### config.mk
export PLATFORM = sky130hd
export DESIGN_NAME = wave_capture
export DESIGN_NICKNAME = d
export VERILOG_FILES = /design/src/rtl/wcap_pkg.sv /design/src/rtl/wcap_trigger.sv /design/src/rtl/wcap_chan_scan.sv /design/src/rtl/wave_capture.sv
export SDC_FILE = /design/constraint.sdc
export NUM_CORES = 1
export LEC_CHECK = 0
export BUFFER_PORTS_ARGS = -buffer_cell sky130_fd_sc_hd__clkbuf_2
export CAP_MARGIN = 30
export CORE_AREA = 3 3 464 466
export CTS_CLUSTER_SIZE = 24
export DETAILED_ROUTE_END_ITERATION = 16
export DIE_AREA = 0 0 467 469
export PLACE_DENSITY = 0.36
export SKIP_LAST_GASP = 1
export SLEW_MARGIN = 20
export SYNTH_ARGS = -nofsm -noshare
export SYNTH_HDL_FRONTEND = slang
export SYNTH_SLANG_ARGS = --single-unit
export TNS_END_PERCENT = 100
### constraint.sdc
create_clock -name clk -period 9.45 [get_ports clk]
set_input_delay 1.89 -clock clk [delete_from_list [all_inputs] [get_ports clk]]
set_output_delay 1.89 -clock clk [all_outputs]
set_load 0.005 [all_outputs]
### src/rtl/wcap_pkg.sv
package wcap_pkg;

    typedef enum logic [1:0] {
        TM_IMMEDIATE  = 2'd0,
        TM_RAMP_START = 2'd1,
        TM_RAMP_END   = 2'd2,
        TM_EVENT      = 2'd3
    } trig_mode_e;

    typedef enum logic [2:0] {
        ST_IDLE,
        ST_ARMED,
        ST_DELAY,
        ST_WAIT_TICK,
        ST_SCAN
    } cap_state_e;

endpackage

### src/rtl/wcap_trigger.sv
module wcap_trigger
    import wcap_pkg::*;
#(
    parameter int NCH = 32
) (
    input  logic             clk,
    input  logic             rst_n,
    input  trig_mode_e       mode,
    input  logic             listening,
    input  logic             setpoint_wr,
    input  logic [NCH-1:0]   ramping,
    input  logic             ev_trig,
    output logic             hit
);

    logic ramp_any;
    logic ramp_any_q;
    logic ramp_fall;

    assign ramp_any  = |ramping;
    assign ramp_fall = ramp_any_q && !ramp_any;

    always_ff @(posedge clk or negedge rst_n) begin
        if (!rst_n) begin
            ramp_any_q <= 1'b0;
        end else begin
            ramp_any_q <= ramp_any;
        end
    end

    always_comb begin
        hit = 1'b0;
        if (listening) begin
            unique case (mode)
                TM_IMMEDIATE:  hit = 1'b1;
                TM_RAMP_START: hit = setpoint_wr;
                TM_RAMP_END:   hit = ramp_fall;
                TM_EVENT:      hit = ev_trig;
                default:       hit = 1'b0;
            endcase
        end
    end

endmodule

### src/rtl/wcap_chan_scan.sv
module wcap_chan_scan #(
    parameter int NCH = 32,
    parameter int DW  = 32,
    parameter int CW  = $clog2(NCH),
    parameter int PW  = $clog2(NCH + 1)
) (
    input  logic [NCH-1:0]    mask,
    input  logic [PW-1:0]     ptr,
    input  logic [NCH*DW-1:0] samples,
    output logic              found,
    output logic [CW-1:0]     idx,
    output logic [DW-1:0]     data
);

    // Lowest enabled channel at or above ptr; descending loop lets the
    // lowest match win.
    always_comb begin
        found = 1'b0;
        idx   = '0;
        for (int i = NCH - 1; i >= 0; i--) begin
            if (mask[i] && (PW'(i) >= ptr)) begin
                found = 1'b1;
                idx   = CW'(i);
            end
        end
    end

    assign data = samples[idx*DW +: DW];

endmodule

### src/rtl/wave_capture.sv
module wave_capture
    import wcap_pkg::*;
#(
    parameter int NCH    = 32,
    parameter int DW     = 32,
    parameter int AW     = 16,
    parameter int RATE_W = 10,
    parameter int DLY_W  = 10,
    parameter int CNT_W  = 24
) (
    input  logic                       clk,
    input  logic                       rst_n,
    input  logic [1:0]                 cfg_mode,
    input  logic [NCH-1:0]             cfg_mask,
    input  logic [RATE_W-1:0]          cfg_rate,
    input  logic [DLY_W-1:0]           cfg_delay,
    input  logic [CNT_W-1:0]           cfg_samples,
    input  logic                       arm_wr,
    input  logic                       stop_wr,
    input  logic                       base_tick,
    input  logic [NCH*DW-1:0]          chan_data,
    input  logic                       setpoint_wr,
    input  logic [NCH-1:0]             ramping,
    input  logic                       ev_trig,
    output logic                       mem_we,
    output logic [AW-1:0]              mem_addr,
    output logic [DW-1:0]              mem_wdata,
    output logic                       busy,
    output logic                       done_pulse,
    output logic [$clog2(NCH+1)-1:0]   chan_count,
    output logic [7:0]                 mem_size_k
);

    localparam int CW        = $clog2(NCH);
    localparam int PW        = $clog2(NCH + 1);
    localparam int CCW       = $clog2(NCH + 1);
    localparam int MEM_WORDS = 2 ** AW;
    localparam int SIZE_K    = MEM_WORDS / 1024;

    cap_state_e          state_q, state_d;
    trig_mode_e          mode_q;
    logic [NCH-1:0]      mask_q;
    logic [RATE_W-1:0]   rate_q, dec_cnt;
    logic [DLY_W-1:0]    dly_q, dly_cnt;
    logic [CNT_W-1:0]    nsamp_q, sets_q;
    logic [PW-1:0]       ptr_q;
    logic [AW:0]         addr_q;
    logic                done_q;

    logic                trig_hit;
    logic                scan_found;
    logic [CW-1:0]       scan_idx;
    logic [DW-1:0]       scan_data;
    logic                mem_full;
    logic                last_set;
    logic                tick_store;
    logic                delay_over;

    assign mem_full   = addr_q[AW];
    assign last_set   = ({1'b0, sets_q} + (CNT_W + 1)'(1)) >= {1'b0, nsamp_q};
    assign tick_store = base_tick && (dec_cnt == '0);
    assign delay_over = base_tick && (dly_cnt == DLY_W'(1));

    wcap_trigger #(
        .NCH(NCH)
    ) u_trigger (
        .clk         (clk),
        .rst_n       (rst_n),
        .mode        (mode_q),
        .listening   (state_q == ST_ARMED),
        .setpoint_wr (setpoint_wr),
        .ramping     (ramping),
        .ev_trig     (ev_trig),
        .hit         (trig_hit)
    );

    wcap_chan_scan #(
        .NCH(NCH),
        .DW (DW),
        .CW (CW),
        .PW (PW)
    ) u_scan (
        .mask    (mask_q),
        .ptr     (ptr_q),
        .samples (chan_data),
        .found   (scan_found),
        .idx     (scan_idx),
        .data    (scan_data)
    );

    // Next-state logic
    always_comb begin
        state_d = state_q;
        unique case (state_q)
            ST_IDLE: begin
                if (arm_wr) state_d = ST_ARMED;
            end
            ST_ARMED: begin
                if (stop_wr) begin
                    state_d = ST_IDLE;
                end else if (trig_hit) begin
                    state_d = (mode_q == TM_IMMEDIATE || dly_q == '0) ? ST_WAIT_TICK : ST_DELAY;
                end
            end
            ST_DELAY: begin
                if (stop_wr)         state_d = ST_IDLE;
                else if (delay_over) state_d = ST_WAIT_TICK;
            end
            ST_WAIT_TICK: begin
                if (stop_wr)         state_d = ST_IDLE;
                else if (tick_store) state_d = ST_SCAN;
            end
            ST_SCAN: begin
                if (stop_wr) begin
                    state_d = ST_IDLE;
                end else if (scan_found) begin
                    if (mem_full) state_d = ST_IDLE;
                end else begin
                    state_d = last_set ? ST_IDLE : ST_WAIT_TICK;
                end
            end
            default: state_d = ST_IDLE;
        endcase
    end

    // State register
    always_ff @(posedge clk or negedge rst_n) begin
        if (!rst_n) state_q <= ST_IDLE;
        else        state_q <= state_d;
    end

    // Datapath and registered outputs
    always_ff @(posedge clk or negedge rst_n) begin
        if (!rst_n) begin
            mode_q  <= TM_IMMEDIATE;
            mask_q  <= '0;
            rate_q  <= '0;
            dly_q   <= '0;
            nsamp_q <= '0;
            dly_cnt <= '0;
            dec_cnt <= '0;
            sets_q  <= '0;
            ptr_q   <= '0;
            addr_q  <= '0;
            done_q  <= 1'b0;
        end else begin
            done_q <= (state_q != ST_IDLE) && (state_d == ST_IDLE);
            unique case (state_q)
                ST_IDLE: begin
                    if (arm_wr) begin
                        mode_q  <= trig_mode_e'(cfg_mode);
                        mask_q  <= cfg_mask;
                        rate_q  <= cfg_rate;
                        dly_q   <= cfg_delay;
                        nsamp_q <= cfg_samples;
                        addr_q  <= '0;
                        sets_q  <= '0;
                        ptr_q   <= '0;
                        dec_cnt <= '0;
                    end
                end
                ST_ARMED: begin
                    if (state_d == ST_DELAY) dly_cnt <= dly_q;
                end
                ST_DELAY: begin
                    if (base_tick) dly_cnt <= dly_cnt - DLY_W'(1);
                end
                ST_WAIT_TICK: begin
                    if (base_tick) begin
                        if (dec_cnt == '0) begin
                            dec_cnt <= rate_q;
                            ptr_q   <= '0;
                        end else begin
                            dec_cnt <= dec_cnt - RATE_W'(1);
                        end
                    end
                end
                ST_SCAN: begin
                    if (!stop_wr) begin
                        if (scan_found) begin
                            if (!mem_full) begin
                                addr_q <= addr_q + (AW + 1)'(1);
                                ptr_q  <= PW'(scan_idx) + PW'(1);
                            end
                        end else begin
                            sets_q <= sets_q + CNT_W'(1);
                        end
                    end
                end
                default: ;
            endcase
        end
    end

    // Output decode
    always_comb begin
        mem_we     = (state_q == ST_SCAN) && scan_found && !mem_full && !stop_wr;
        mem_addr   = addr_q[AW-1:0];
        mem_wdata  = scan_data;
        busy       = (state_q != ST_IDLE);
        done_pulse = done_q;
        mem_size_k = 8'(SIZE_K);
        chan_count = '0;
        for (int i = 0; i < NCH; i++) begin
            chan_count = chan_count + CCW'(cfg_mask[i]);
        end
    end

endmodule

Yosys cells after proc, flatten, opt, wreduce, memory -nomap -nowiden

Index checks and enable logic that the tools add are counted.

Output and inout bits: 65
Input bits: 1141
Logic and storage cells: 266
Bits in registers: 150

Shift-type cells: 1
Add/sub/neg operators: 37
Reduce and logical (&&, ||, !) cells: 61
Mux-type cells: 102
Order comparisons: 33
Equality and inequality tests: 18

Operators with widths:

| kind                                                | number |
|---|---|
| variable part select 1024 x 11 -> 32 bit            | 1 |
| 2-to-1 mux 5 bit                                    | 32 |
| adder 6 x 1 -> 6 bit                                | 26 |
| >= comparator 5 x 6 -> 1 bit (first input constant) | 16 |
| 2-to-1 mux 24 bit                                   | 3 |
| 2-to-1 mux 17 bit                                   | 4 |
| 2-to-1 mux 10 bit                                   | 5 |
| >= comparator 4 x 6 -> 1 bit (first input constant) | 8 |
| case mux 24 bit (2 select lines)                    | 1 |
| case mux 10 bit (2 select lines)                    | 2 |
| logical AND 1 bit                                   | 39 |
| 2-to-1 mux 6 bit                                    | 6 |
| 2-to-1 mux 1 bit                                    | 34 |
| case mux 17 bit (2 select lines)                    | 1 |
| OR reduction 32 bit                                 | 1 |
| 2-to-1 mux 3 bit                                    | 10 |
| adder 24 x 1 -> 25 bit (second input constant)      | 1 |
| >= comparator 25 x 24 -> 1 bit                      | 1 |
| adder 24 x 1 -> 24 bit (second input constant)      | 1 |
| >= comparator 3 x 6 -> 1 bit (first input constant) | 4 |
| zero test 10 bit                                    | 2 |
| subtractor 10 x 1 -> 10 bit (second input constant) | 2 |
| != test 2 bit (second input constant)               | 9 |
| case mux 6 bit (3 select lines)                     | 1 |
| other kinds (29)                                    | 42 |

Longest topological paths before layout

Gate-level depths: netlist of the first run.

Word-level depth: 40
Gate-level depth with buffers: 18
Gate-level depth less buffers: 17

Hierarchy

Synthesis of the first run repeated with hierarchy kept, for this count alone.

Cell total of the unflattened synthesis: 2848
Area total of the unflattened synthesis: 18372.6 µm²

By module, submodules not included:

| module         | sequential area each (µm²) | area each (µm²) | times used | cells each |
|---|---|---|---|---|
| wcap_chan_scan | 0.0                        | 9711.8          | 1          | 1859 |
| wave_capture   | 3728.6                     | 8499.4          | 1          | 972 |
| wcap_trigger   | 25.0                       | 161.4           | 1          | 17 |

Least setup slack after synthesis of the first run

No wires, ideal clock.

Kind: input port to output port
Start: in cfg_mask[17]
End: out chan_count[4]
Path slack: 1666 ps
Cell stages on the path: 17
Arrival time: 5894 ps
Required time: 7560 ps
Buffers on the path: 0
Cell sequence: fa_1 > inv_1 > fa_1 > inv_1 > fa_1 > inv_1 > fa_1 > fa_1 > fa_1 > inv_1 > ha_1 > inv_1 > fa_1 > inv_1 > a21o_1 > a21oi_1 > xnor2_1

Longest elaborated chain between the ends: 15

Ends and longest elaborated chain:

| what                                | line                | text |
|---|---|---|
| from (decl)                         | wave_capture.sv:14  | `input logic [NCH-1:0] cfg_mask,` |
| adder 6 x 1 -> 6 bit (15 in series) | wave_capture.sv:205 | `chan_count = chan_count + CCW'(cfg_mask[i]);` |
| to (decl)                           | wave_capture.sv:30  | `output logic [$clog2(NCH+1)-1:0] chan_count,` |

Every way passes these cells.

Worst setup path in the final report of the first run

Same ends and word-level chain as after synthesis.

==> run metrics, run 1 <==
status completed; hold_buf cts 0; met1 usage 20.8%; slew margin rel. 24.3%; initial drt markers 2415; area of the multi-input gates 14200 sq um; type of the tightest min-delay check reg2reg; ys flop type dfrtp_1; Cell Pwr Density 334 nW/um^2; Nets 4958; fin. max-slew vios 0; global route hottest layer met2; placed insts 6550; Final Setup Violations 0; Min Hold Slack 0.478 ns; post-route clock period utilization 90.4%; fraction of registers with async set/reset 100%; CTS root buf clkbuf_16; Placer Congestion 0.937; Post-synth EDFFs 0; # fillers 24700; Cells after Synth 2693; Mapped Avg Cell Area 7.16 sq um; Hold Fails Final Rpt 0; CTS Buffer Depth 2; Finished Cell Area 29400 sq um; # Max-Cap Violations 0; IR drop worst, VDD 410 uV; drt drc 0; starting density of the core 9.11%; WL final 192000 um; Min-Delay Path Depth 2; Worst setup SP type input pin; port bufs 1197; Die Span Y 469 um; Yosys top cell area share 19.5%; share of layout cells above drive strength 1 37.1%; total grt overflow 0; clock latency on the worst-skew pair 0.45 ns; Die Width 467 um; via count 26400; first-pass GRT wire length 243000 um; CORE AREA 212000 sq um; distinct cell type count after synthesis 75; Worst Tran Pin Value 1.12 ns; Leakage Power 14.4 nW; unrepaired setup endpoints after global routing false; synthesis-stage register bit count 150; Layout area overhead 52.5%; CP Data Required Time 7.56 ns; Yosys Warn Count 0; met3 Track Usage GR 5.22%; fin cells 6621; CTS HTree Levels 4; Reg2Reg Depth 15; sequential share of the synthesized area 19.5%; GR Util met2 26.5%; Final min period 8.54 ns; Clock transition at path regs 0.07 ns; Crit. End Element primary output; full die area 219000 sq um; Post-DRT Antenna Nets 0; GRT Util Overall 16.4%; post-CTS sizing 0; worst-path maximum fanout 2; initial antenna violation count 95; count leader, synth nand2_1; TritonCTS clock tree done; Sink Count 150; cell accounting for the most synthesized area dfrtp_1; DPL Wire Length 165000 um; crit path DAT 6.65 ns; routed vias/inst 3.98; largest net degree at the start of global routing 129; Setup Fix Bufs, Post-CTS 0; Row Count 169; type of the worst setup path in2out; post-synthesis cell area 19300 sq um; Num CTS Buffers 17; skew final 0.0143 ns; iteration count of the initial detailed-routing pass 6; Ports 1206; top cells by area, synth dfrtp_1, nand2_1, mux2i_1; WL/cell 29.0 um; fmax 117 MHz; Reg area 3750 sq um; area post-placement 28600 sq um; top post-synthesis cells by count nand2_1, mux2i_1, and3_1, dfrtp_1, o21ai_0; vias in the first global route 25700; Fin Setup TNS 0 ns
[path summary, 6_finish.rpt]
kind / startpoint / endpoint / slack, ns
worst max-delay path: cfg_mask[17] / chan_count[4] / 0.91
worst min-delay path: rate_q[1] / rate_q[1] / 0.48
worst max register to register: sets_q[2] / done_pulse / 4.70
worst min register to register: rate_q[1] / rate_q[1] / 0.48
max in group asynchronous: rst_n / mask_q[10] / 7.09
min in group asynchronous: rst_n / nsamp_q[5] / 1.33
[final cells by class]
cell class,count,share of cell area [%]
Multi-Input combinational cell,2212,48.4
Timing Repair Buffer,1294,23.4
Sequential cell,150,12.8
Tap cell,2821,12.0
Clock buffer,19,1.51
Inverter,81,1.06
Clock inverter,12,0.592
Antenna cell,32,0.272
[flip-flops by register name, indices dropped and copies added (netlist names)]
| signal | count |
|---|---|
| addr_q | 17 |
| dly_q | 10 |
| mask_q | 32 |
| done_pulse | 1 |
| state_q | 3 |
| u_trigger.ramp_any_q | 1 |
| dly_cnt | 10 |
| dec_cnt | 10 |
| mode_q | 2 |
| rate_q | 10 |
| nsamp_q | 24 |
| sets_q | 24 |
| ptr_q | 6 |
[logic make-up (layout without fill, tap and decap cells)]
family / after synthesis / after routing / share of synthesized area, %
mux: 225 / 225 / 11.9
xor+xnor: 38 / 38 / 1.73
buf+inv: 337 / 1406 / 8.18
fa+ha+maj: 61 / 61 / 4.89
compound gates: 779 / 779 / 28.0
flops: 150 / 150 / 19.5
other cells: 2 / 40 / 0.0390
simple gates: 1101 / 1101 / 25.8
[placed cells by master (no fill, tap or decap), types with 69 or more instances in the layout]
master | synthesis | layout
a211oi_1 | 70 | 69
a21oi_1 | 114 | 113
and3_1 | 151 | 151
buf_4 | 46 | 76
clkbuf_2 | 0 | 1196
dfrtp_1 | 150 | 150
inv_1 | 79 | 79
mux2i_1 | 192 | 192
nand2_1 | 613 | 607
nor2_1 | 130 | 129
o21ai_0 | 148 | 148
[where the power goes]
| group | switching [mW] | internal, mW |
|---|---|---|
| logic | 5.53 | 2.49 |
| registers | 0.199 | 0.852 |
| clock network | 0.306 | 0.448 |
| total | 6.03 | 3.79 |
[through the flow]
step	utilization (%)	power, mW	setup slack, ns
6_report	13.9	9.82	0.908
5_1_grt	13.9	10.5	0.648
4_1_cts	13.8	9.99	0.495
3_5_place_dp	13.5	9.19	0.869
3_3_place_gp	13.5	9.18	0.711
2_1_floorplan	-	5.34	1.67
[routing by layer]
metal | routed length (um) | vias to the layer above
li1 | - | 12000
met1 | 80900 | 12700
met2 | 88700 | 1288
met3 | 15800 | 236
met4 | 6130 | 56
met5 | 357 | -
[worst max-delay path: stages]
cell and delay [ns]:
clkbuf_2 0.10, fa_1 0.68, inv_1 0.20, fa_1 0.54, inv_1 0.05, fa_1 0.47
inv_1 0.05, fa_1 0.46, fa_1 0.53, fa_1 0.43, inv_1 0.07, ha_1 0.17
inv_1 0.06, fa_1 0.39, inv_1 0.07, a21o_1 0.12, a21oi_1 0.08, xnor2_1 0.15
clkbuf_2 0.14
Power figures use the tool's default switching activity.
==> run 2: changes to the inputs <==
--- a/config.mk
+++ b/config.mk
@@ -11,7 +11,7 @@
 export CTS_CLUSTER_SIZE = 24
 export DETAILED_ROUTE_END_ITERATION = 16
 export DIE_AREA = 0 0 467 469
-export PLACE_DENSITY = 0.36
+export PLACE_DENSITY = 0.37
 export SKIP_LAST_GASP = 1
 export SLEW_MARGIN = 20
 export SYNTH_ARGS = -nofsm -noshare
==> run 2 against run 1 <==
  * Core utilization hardly changed
  * Global-route usage is 0.40 points lower
  * Sequential share of layout area hardly changed
  * Critical endpoint unchanged
  * First-iteration DRC count is 14% lower
  * Clock skew is 0.0079 ns higher
  * Register-to-register slack worse by 0.09 ns
  * Critical path type unchanged
  * Die area stayed put
==> run metrics, run 2 (same netlist as run 1, synthesis figures left out) <==
biggest regs mask_q (32), nsamp_q (24), sets_q (24); Setup Fix Bufs, Post-CTS 0 (unchanged); P_sw 6.03 mW (about the same); port bufs 1197 (unchanged); starting density of the core 9.11% (unchanged); crit path DAT 6.60 ns (-0.05 ns); GRT Util Overall 16.0% (-0.40 points); Placer Congestion 0.951 (+1.6%); Pwr Total 9.78 mW (-0.38%); TritonCTS clock tree done; WL/cell 28.3 um (-2.3%); Post-DRT Antenna Nets 0 (unchanged); Switching Share 61.6% (+0.21 points); type of the worst setup path in2out; area post-placement 28600 sq um (-0.11%); # Max-Cap Violations 0 (unchanged); Hold Fails Final Rpt 0 (unchanged); Post-Place Worst Slack 0.877 ns (+0.00774 ns); Layout area overhead 52.1%; WL final 188000 um (-2.2%); iteration count of the initial detailed-routing pass 5 (-1); Worst setup SP type input pin; first-pass GRT wire length 238000 um (-2.1%); Cell Chain, Critical Path clkbuf_2, fa_1, inv_1, fa_1, inv_1, fa_1, inv_1, fa_1, fa_1, fa_1, inv_1, ha_1, inv_1, fa_1, inv_1, a21o_1, a21oi_1, xnor2_1, clkbuf_2; total grt overflow 0 (unchanged); DPL Wire Length 162000 um (-1.8%); Worst Tran Pin Value 1.14 ns (+0.0138 ns); post-CTS sizing 0 (unchanged); most common cell after layout, fill and taps aside clkbuf_2; CP Data Required Time 7.56 ns (about the same); largest net degree at the start of global routing 100 (-22%); Clock transition at path regs 0.07 ns (about the same); fin. max-slew vios 0 (unchanged); routed vias/inst 3.96 (-0.58%); vias in the first global route 25400 (-1.2%); fmax 118 MHz (+0.65%); skew final 0.0222 ns (+0.00786 ns); combinational fraction of design power 81.9% (+0.3 points); Finished Cell Area 29300 sq um (-0.29%); CP max stage cell fa_1; Ports 1206 (unchanged); Leakage Power 14.3 nW (-0.71%); Cell Pwr Density 334 nW/um^2 (about the same); initial antenna violation count 98 (+3.2%); clock share of power 7.3% (-0.4 points); max reg flops 32 (unchanged); post-route clock period utilization 89.8% (-0.58 points); unrepaired setup endpoints after global routing false; met1 usage 20.5% (-0.31 points); IR drop worst, VDD 392 uV (-4.4%); slowest stage delay, CP 0.63 ns (-0.05 ns); Min Hold Slack 0.480 ns (+0.00278 ns); CTS HTree Levels 4 (unchanged); Crit. End Element primary output; CORE AREA 212000 sq um (unchanged); drt drc 0 (unchanged); GR Util met2 25.8% (-0.69 points); most frequent cells in the layout clkbuf_2, nand2_1, mux2i_1; Num CTS Buffers 17 (unchanged); slew margin rel. 24.1% (-0.23 points); Final Setup Violations 0 (unchanged); worst-path maximum fanout 2 (unchanged); Fin Setup TNS 0 ns (unchanged); Final min period 8.49 ns (-0.0550 ns); via count 26200 (-0.55%); type of the tightest min-delay check reg2reg; Critical Path Most Common Cell fa_1; clock latency on the worst-skew pair 0.46 ns (about the same); Die Width 467 um (unchanged); share of layout cells above drive strength 1 36.8% (-0.24 points); share of power burned in registers 10.7% (about the same); Final Worst Setup Slack 0.963 ns (+0.0550 ns); Power Internal 3.75 mW (-0.92%); Die Span Y 469 um (unchanged); hold_buf cts 0 (unchanged); CTS Buffer Depth 2 (unchanged); Nets 4941 (-0.34%); Row Count 169 (unchanged); full die area 219000 sq um (unchanged); global route hottest layer met2; CTS root buf clkbuf_16; Top reg by flops mask_q; initial drt markers 2069 (-14%); status completed; Sink Count 150 (unchanged); met3 Track Usage GR 4.81% (-0.41 points)
run 2: changes by cell type in the layout (fill, tap and decap cells not counted), sizes merged:
cell and change:
diode +18, inv +4, buf -16, clkinvlp +3
clkbuf -2, clkinv -3, bufinv -2
run 2: layout make-up:
class | count | area [sq um]
inverter | 81 | 312
timing repair buffer | 1277 | 6790
antenna | 50 | 125
tap | 2821 | 3530
sequential | 150 | 3750
multi-input combinational | 2212 | 14200
fill | 24700 | 182000
clock inverter | 14 | 163
clock buffer | 18 | 429
run 2: layer usage:
metal  share of wire (%)  up-vias  routed length, um
met5                0.14        -                264
met4                 2.6       44               4800
met3                 7.8      185              14700
met2                  46     1204              87200
met1                  43    12800              80600
li1                    -    12000                  -
run 2: critical path: cells and delay by family:
kind	cells	cell delay, ns
xor gates and xnor gates	1	0.16
buffers and inverters	8	0.75
adders and majority gates	8	3.64
AOI/OAI and AO/OA	2	0.18
run 2: worst paths after layout:
check,startpoint,end,slack [ns],depth (start not counted)
max in group asynchronous,rst_n,addr_q[0],6.82,3
min in group asynchronous,rst_n,nsamp_q[8],1.48,1
min,rate_q[1],rate_q[1],0.48,2
max reg2reg,ptr_q[3],ptr_q[4],4.61,12
min reg2reg,rate_q[1],rate_q[1],0.48,2
max,cfg_mask[17],chan_count[4],0.96,19
run 2: stage by stage:
stage | utilization (%) | instances
finish | 13.8 | 6623
global route | 13.8 | 6604
CTS | 13.8 | 6571
detailed placement | 13.5 | 6539
global placement | 13.5 | 6532
floorplan | - | 2699
run 2: power groups by stage:
stage	Combinational, mW	Clock (mW)	Sequential (mW)
floorplan	4.37	0	0.972
global placement	8.16	0	1.06
detailed placement	8.19	0	1.06
CTS	8.21	0.746	1.05
global route	8.71	0.764	1.08
finish	8.01	0.717	1.05
